--- src/rtl/zpg_pkg.sv ---
package zpg_pkg;
  parameter int ADDR_W   = 16;
  parameter int SEL_W    = 2;
  parameter int DISP_W   = 4;
  parameter int INC2_BIT = 1;
  localparam int NREG    = 1 << SEL_W;
  localparam int PG_LSB  = SEL_W + 2;
  localparam int WP_LSB  = PG_LSB + DISP_W;
  localparam int PC_IDX  = 0;
  localparam int WP_IDX  = 1;

  typedef logic [ADDR_W-1:0] addr_t;
  typedef logic [SEL_W-1:0]  sel_t;
  typedef logic [DISP_W-1:0] disp_t;

  // Register-indirect address: page OR displacement overlays one nibble.
  function automatic addr_t norm_addr(addr_t r, disp_t pg, disp_t d);
    addr_t a;
    a = r;
    a[PG_LSB +: DISP_W] = pg | d;
    return a;
  endfunction

  // Zero-page address: workspace base on top, instruction fields below.
  function automatic addr_t zp_addr(addr_t wp, sel_t s, logic v, disp_t d);
    addr_t a;
    a = '0;
    a[ADDR_W-1:WP_LSB]  = wp[ADDR_W-1:WP_LSB];
    a[PG_LSB +: DISP_W] = d;
    a[SEL_W+1]          = v;
    a[SEL_W:1]          = s;
    return a;
  endfunction

  // Operand copy with bit 0 forced for increment-by-two.
  function automatic addr_t side_val(addr_t r, logic force_lsb);
    addr_t a;
    a = r;
    a[0] = r[0] | force_lsb;
    return a;
  endfunction
endpackage

--- src/rtl/zpg_regfile.sv ---
module zpg_regfile
  import zpg_pkg::*;
(
  input  logic  clk,
  input  logic  rst_n,
  input  logic  reg_we,
  input  logic  page_we,
  input  sel_t  wr_idx,
  input  addr_t wr_data,
  input  sel_t  rd_idx,
  output addr_t rd_val,
  output disp_t pg_val
);
  addr_t regs_q  [NREG];
  disp_t pages_q [NREG];

  for (genvar g = 0; g < NREG; g++) begin : g_slot
    always_ff @(posedge clk or negedge rst_n) begin
      if (!rst_n) begin
        regs_q[g]  <= '0;
        pages_q[g] <= '0;
      end else begin
        if (reg_we && wr_idx == sel_t'(g))
          regs_q[g] <= wr_data;
        if (page_we && wr_idx == sel_t'(g))
          pages_q[g] <= wr_data[DISP_W-1:0];
      end
    end
  end

  assign rd_val = regs_q[rd_idx];
  assign pg_val = pages_q[rd_idx];
endmodule

--- src/rtl/zpg_mode_ctl.sv ---
module zpg_mode_ctl
  import zpg_pkg::*;
(
  input  logic fetch,
  input  sel_t ir_sel,
  input  logic ir_zp,
  input  logic ir_store,
  output sel_t eff_sel,
  output logic eff_zp,
  output sel_t rd_idx,
  output logic mem_rd
);
  always_comb begin
    eff_sel = fetch ? sel_t'(PC_IDX) : ir_sel;
    eff_zp  = fetch ? 1'b0 : ir_zp;
    rd_idx  = eff_zp ? sel_t'(WP_IDX) : eff_sel;
    mem_rd  = fetch | ~ir_store;
  end
endmodule

--- src/rtl/zpg_addr_mux.sv ---
module zpg_addr_mux
  import zpg_pkg::*;
(
  input  logic  fetch,
  input  logic  eff_zp,
  input  sel_t  eff_sel,
  input  addr_t rd_val,
  input  disp_t pg_val,
  input  disp_t ir_disp,
  input  logic  dst_vec,
  input  logic  bus_hold_n,
  output addr_t addr_out,
  output logic  addr_drive,
  output addr_t side_out
);
  addr_t raw_addr;

  always_comb begin
    if (fetch)       raw_addr = rd_val;
    else if (eff_zp) raw_addr = zp_addr(rd_val, eff_sel, dst_vec, ir_disp);
    else             raw_addr = norm_addr(rd_val, pg_val, ir_disp);
    addr_drive = bus_hold_n;
    addr_out   = bus_hold_n ? raw_addr : '0;
    side_out   = side_val(rd_val, ir_disp[INC2_BIT]);
  end
endmodule

--- src/rtl/zpg_addr_gen.sv ---
module zpg_addr_gen
  import zpg_pkg::*;
(
  input  logic              clk,
  input  logic              rst_n,
  input  logic              reg_we,
  input  logic              page_we,
  input  logic [SEL_W-1:0]  wr_idx,
  input  logic [ADDR_W-1:0] wr_data,
  input  logic              fetch,
  input  logic [SEL_W-1:0]  ir_sel,
  input  logic              ir_zp,
  input  logic [DISP_W-1:0] ir_disp,
  input  logic              dst_vec,
  input  logic              ir_store,
  input  logic              bus_hold_n,
  output logic [ADDR_W-1:0] addr_out,
  output logic              addr_drive,
  output logic              mem_rd,
  output logic [ADDR_W-1:0] side_out
);
  sel_t  eff_sel;
  logic  eff_zp;
  sel_t  rd_idx;
  addr_t rd_val;
  disp_t pg_val;

  zpg_mode_ctl u_ctl (
    .fetch(fetch), .ir_sel(ir_sel), .ir_zp(ir_zp), .ir_store(ir_store),
    .eff_sel(eff_sel), .eff_zp(eff_zp), .rd_idx(rd_idx), .mem_rd(mem_rd)
  );

  zpg_regfile u_rf (
    .clk(clk), .rst_n(rst_n), .reg_we(reg_we), .page_we(page_we),
    .wr_idx(wr_idx), .wr_data(wr_data), .rd_idx(rd_idx),
    .rd_val(rd_val), .pg_val(pg_val)
  );

  zpg_addr_mux u_mux (
    .fetch(fetch), .eff_zp(eff_zp), .eff_sel(eff_sel), .rd_val(rd_val),
    .pg_val(pg_val), .ir_disp(ir_disp), .dst_vec(dst_vec),
    .bus_hold_n(bus_hold_n), .addr_out(addr_out), .addr_drive(addr_drive),
    .side_out(side_out)
  );
endmodule

--- config.mk ---
export PLATFORM = sky130hd
export DESIGN_NAME = zpg_addr_gen
export DESIGN_NICKNAME = d
export VERILOG_FILES = /design/src/rtl/zpg_pkg.sv /design/src/rtl/zpg_regfile.sv /design/src/rtl/zpg_mode_ctl.sv /design/src/rtl/zpg_addr_mux.sv /design/src/rtl/zpg_addr_gen.sv
export SDC_FILE = /design/constraint.sdc
export NUM_CORES = 1
export LEC_CHECK = 0
export ABC_AREA = 1
export BUFFER_PORTS_ARGS = -buffer_cell sky130_fd_sc_hd__buf_2
export CORE_MARGIN = 8
export CORE_UTILIZATION = 51
export DETAILED_ROUTE_END_ITERATION = 10
export PLACE_DENSITY = 0.77
export SETUP_SLACK_MARGIN = 0.5
export SYNTH_ARGS = -nofsm -noshare
export SYNTH_HDL_FRONTEND = slang
export SYNTH_SLANG_ARGS = --single-unit
--- constraint.sdc ---
create_clock -name clk -period 1 [get_ports clk]
set_clock_uncertainty 0.2 [all_clocks]
set_input_delay 0 -clock clk [delete_from_list [all_inputs] [get_ports clk]]
set_output_delay 0 -clock clk [all_outputs]
set_load 0.01 [all_outputs]
==> flow_metrics.py <==
metrics = {
    "run_status": {
        "status": "complete, but fails checks",
        "violations": "hold timing, setup timing",
    },
    "clock_tree": {
        "htreeDepth": 3,
        "cts_root_buffer": "clkbuf_8",
        "cts_buffer_depth": 2,
        "cts_made_buffers": 9,
        "cts_tree": "built",
        "clk_latency_ns": 0.35,
        "cts_sinks": 80,
        "clkSlewWorstSetupHoldPaths_ns": 0.08,
    },
    "pwr": {
        "share_comb_of_total_power_pct": 26.8,
        "power.leakage_nw": 2.807,
        "max-vdd-ir-drop_v": 0.0009945,
        "sw_frac_of_total_pct": 29.99,
        "p_clk_share_pct": 30.2,
        "p_switching_mw": 2.815,
        "seqPwrFrac_pct": 43.0,
        "power_density_nw_per_um2": 1719,
        "internal-power_mw": 6.570,
    },
    "sta": {
        "worstMarginPinSlew_ns": 0.5402,
        "setup-violations-final": 36,
        "maxSlewViolCount": 0,
        "period_needed_ns": 1.648,
        "rsz0062_at_grt": "true",
        "whs_ns": -0.6781,
        "setup_ws_ns": -0.6482,
        "slew_headroom_pct": 63.95,
        "timing.fmax_ghz": 0.6067,
        "period_share_pct": 164.8,
        "hold_violations": 160,
    },
    "global_route": {
        "grt_remaining_overflow": 0,
        "antenna_found_initial": 0,
        "grt_pass1_wl_um": 17570,
        "grt-busiest-layer": "met2",
        "track_usage_pct": 19.78,
        "use_met1_pct": 23.88,
        "grt_max_degree": 38,
        "met2_usage_pct": 33.46,
        "grt_pass1_vias": 3752,
        "grt_use_met3_pct": 4.151,
    },
    "logic_synthesis": {
        "yosys.area.top_type": "dfrtp_1",
        "synthesis.area_um2": 3948,
        "yosys-top-cells-count": "nand2_1, o21ai_0, dfrtp_1",
        "ys_seq_elements": 80,
        "synth_flop_cell": "dfrtp_1",
        "yosysUniqueCellTypes": 20,
        "post_synth.cell_area_avg_um2": 7.832,
        "yosys_warnings": 0,
        "yosysSeqAreaShare_pct": 50.71,
        "synthCells": 504,
        "synth_edf_count": 0,
        "synth.area.top_cells": "dfrtp_1, nand2_1, o21ai_0",
        "synth.top_cell.area_share_pct": 50.71,
        "synth_most_common_cell": "nand2_1",
        "async_flop_share_pct": 100.0,
        "syn_nets": 537,
    },
    "final_layout": {
        "fillers": 565,
        "antenna_cells": 0,
        "drive_gt1_share_pct": 36.48,
        "fin_util_pct": 71.76,
        "fin_nets": 643,
        "area_growth_pct": 38.29,
    },
    "die": {
        "die_h_um": 104.0,
        "die_width_um": 104.0,
        "start_util_pct": 51.89,
        "die_area_um2": 10810,
        "ios": 67,
        "design.core.area_um2": 7607,
        "num_rows": 32,
    },
    "worst_hold_path": {
        "hp-class": "input port to async pin",
    },
    "worst_setup_path": {
        "cp.arrival_ns": 1.45,
        "startpoint": "u_rf.regs_q[34]",
        "slowest_stage": "dfrtp_1",
        "path_max_fanout": 2,
        "criticalPathCategory": "flop to output pin",
        "r2r_start": "u_rf.pages_q[13]",
        "path_delay_family": "flip-flops",
        "cp_data_required_time_ns": 0.80,
        "slowest_delay_ns": 0.39,
        "start_kind": "flop",
        "cp_cell_sequence": "o211ai_1 -> buf_4 -> nand3_1 -> nand2_1 -> inv_1 -> buf_2",
        "endpoint_kind": "output pin",
        "critical_path_buf_inv_count": 3,
    },
    "route": {
        "drtPass1Iterations": 5,
        "viasPerCell": 5.324,
        "drt_iter0_markers": 245,
        "route.detailed.drc": 0,
        "ant_nets": 0,
        "wl_per_cell_um": 15.53,
        "drt-total-wl_um": 11120,
        "routed-via-count": 3812,
    },
    "place": {
        "hpwl_um": 6990,
        "gp_congestion": 0.8217,
        "port_buffers": 66,
    },
    "job": {
        "maxCapViolations": 0,
    },
}
## power by group through the flow
| stage | Clock [mW] | Sequential [mW] | Combinational (mW) |
|---|---|---|---|
| 5_1_grt | 2.99 | 4.08 | 2.79 |
| 6_report | 2.83 | 4.04 | 2.51 |
| 3_5_place_dp | 0 | 4.07 | 2.03 |
| 3_3_place_gp | 0 | 4.05 | 1.96 |
| 2_1_floorplan | 0 | 4.00 | 1.32 |
| 4_1_cts | 2.83 | 4.01 | 2.18 |
## path summary, 6_finish.rpt
kind,to,slack [ns],cells past startpoint
worst max-delay path,addr_out[2],-0.65,6
worst min-delay path,u_rf.regs_q[30],-0.68,1
worst max register to register,u_rf.pages_q[13],-0.08,4
worst min register to register,u_rf.pages_q[7],0.29,2
max in group asynchronous,u_rf.regs_q[7],0.81,2
min in group clk,u_rf.regs_q[59],-0.27,3
## layout by cell type, fill, tap and decap left out, drive strengths merged
cell type and instances:
nor2 28, o211ai 11, nand3 32, clkinvlp 1, clkbuf 9, nand2 155
or2 11, bufinv 3, nand3b 4, a21oi 12, o21ai 95, inv 51
clkinv 3, buf 119, dfrtp 80
## final cells by class
class                           count  area [um2]  area share (%)
Sequential cell                    80        2002           36.67
Multi-Input combinational cell    348        1912           35.02
Timing Repair Buffer              119       969.7           17.76
Inverter                           52       215.2           3.942
Tap cell                          102       127.6           2.338
Clock buffer                        9       123.9           2.269
Clock inverter                      6       108.9           1.994
## state kept, by name (all words and copies together) (netlist names)
register and cells:
u_rf.pages_q 16, u_rf.regs_q 64
## worst reg2reg max path: cells and delay by family (launching register included)
family,cells,cell delay (ns)
buffers and inverters,2,0.26
AO/OA/AOI/OAI,1,0.05
AND/OR/NAND/NOR,1,0.06
flip-flops,1,0.38
## layer usage
metal	wire length, um	vias to the layer above
li1	-	1834
met1	4649	1817
met2	5675	141
met3	618	20
met4	174	0
met5	0	-
## repair_timing
action / CTS / global route
buffers inserted: 6 / 14
pin swaps: 27 / 34
endpoints found under the hold margin: 160 / 160
endpoints found under the setup margin: 113 / 114
resized for setup: 24 / 53
## metrics by stage
step	area, um2	total power, mW	std cells	setup slack (ns)	TNS, ns
3_5_place_dp	4783	6.099	681	-0.3800	-9.915
4_1_cts	5164	9.022	702	-0.5935	-15.95
3_3_place_gp	4783	6.013	681	-0.3680	-9.407
2_1_floorplan	4169	5.326	504	-0.01136	-0.08769
5_1_grt	5459	9.866	716	-0.6685	-19.13
6_report	5459	9.385	716	-0.6482	-16.72
## logic make-up after synthesis
group	after synthesis	synth area share [%]
flops	80	50.71
compound gates	118	15.75
buf+inv	76	8.177
simple gates	230	25.36
No activity file was read; power rests on OpenSTA's default activity.
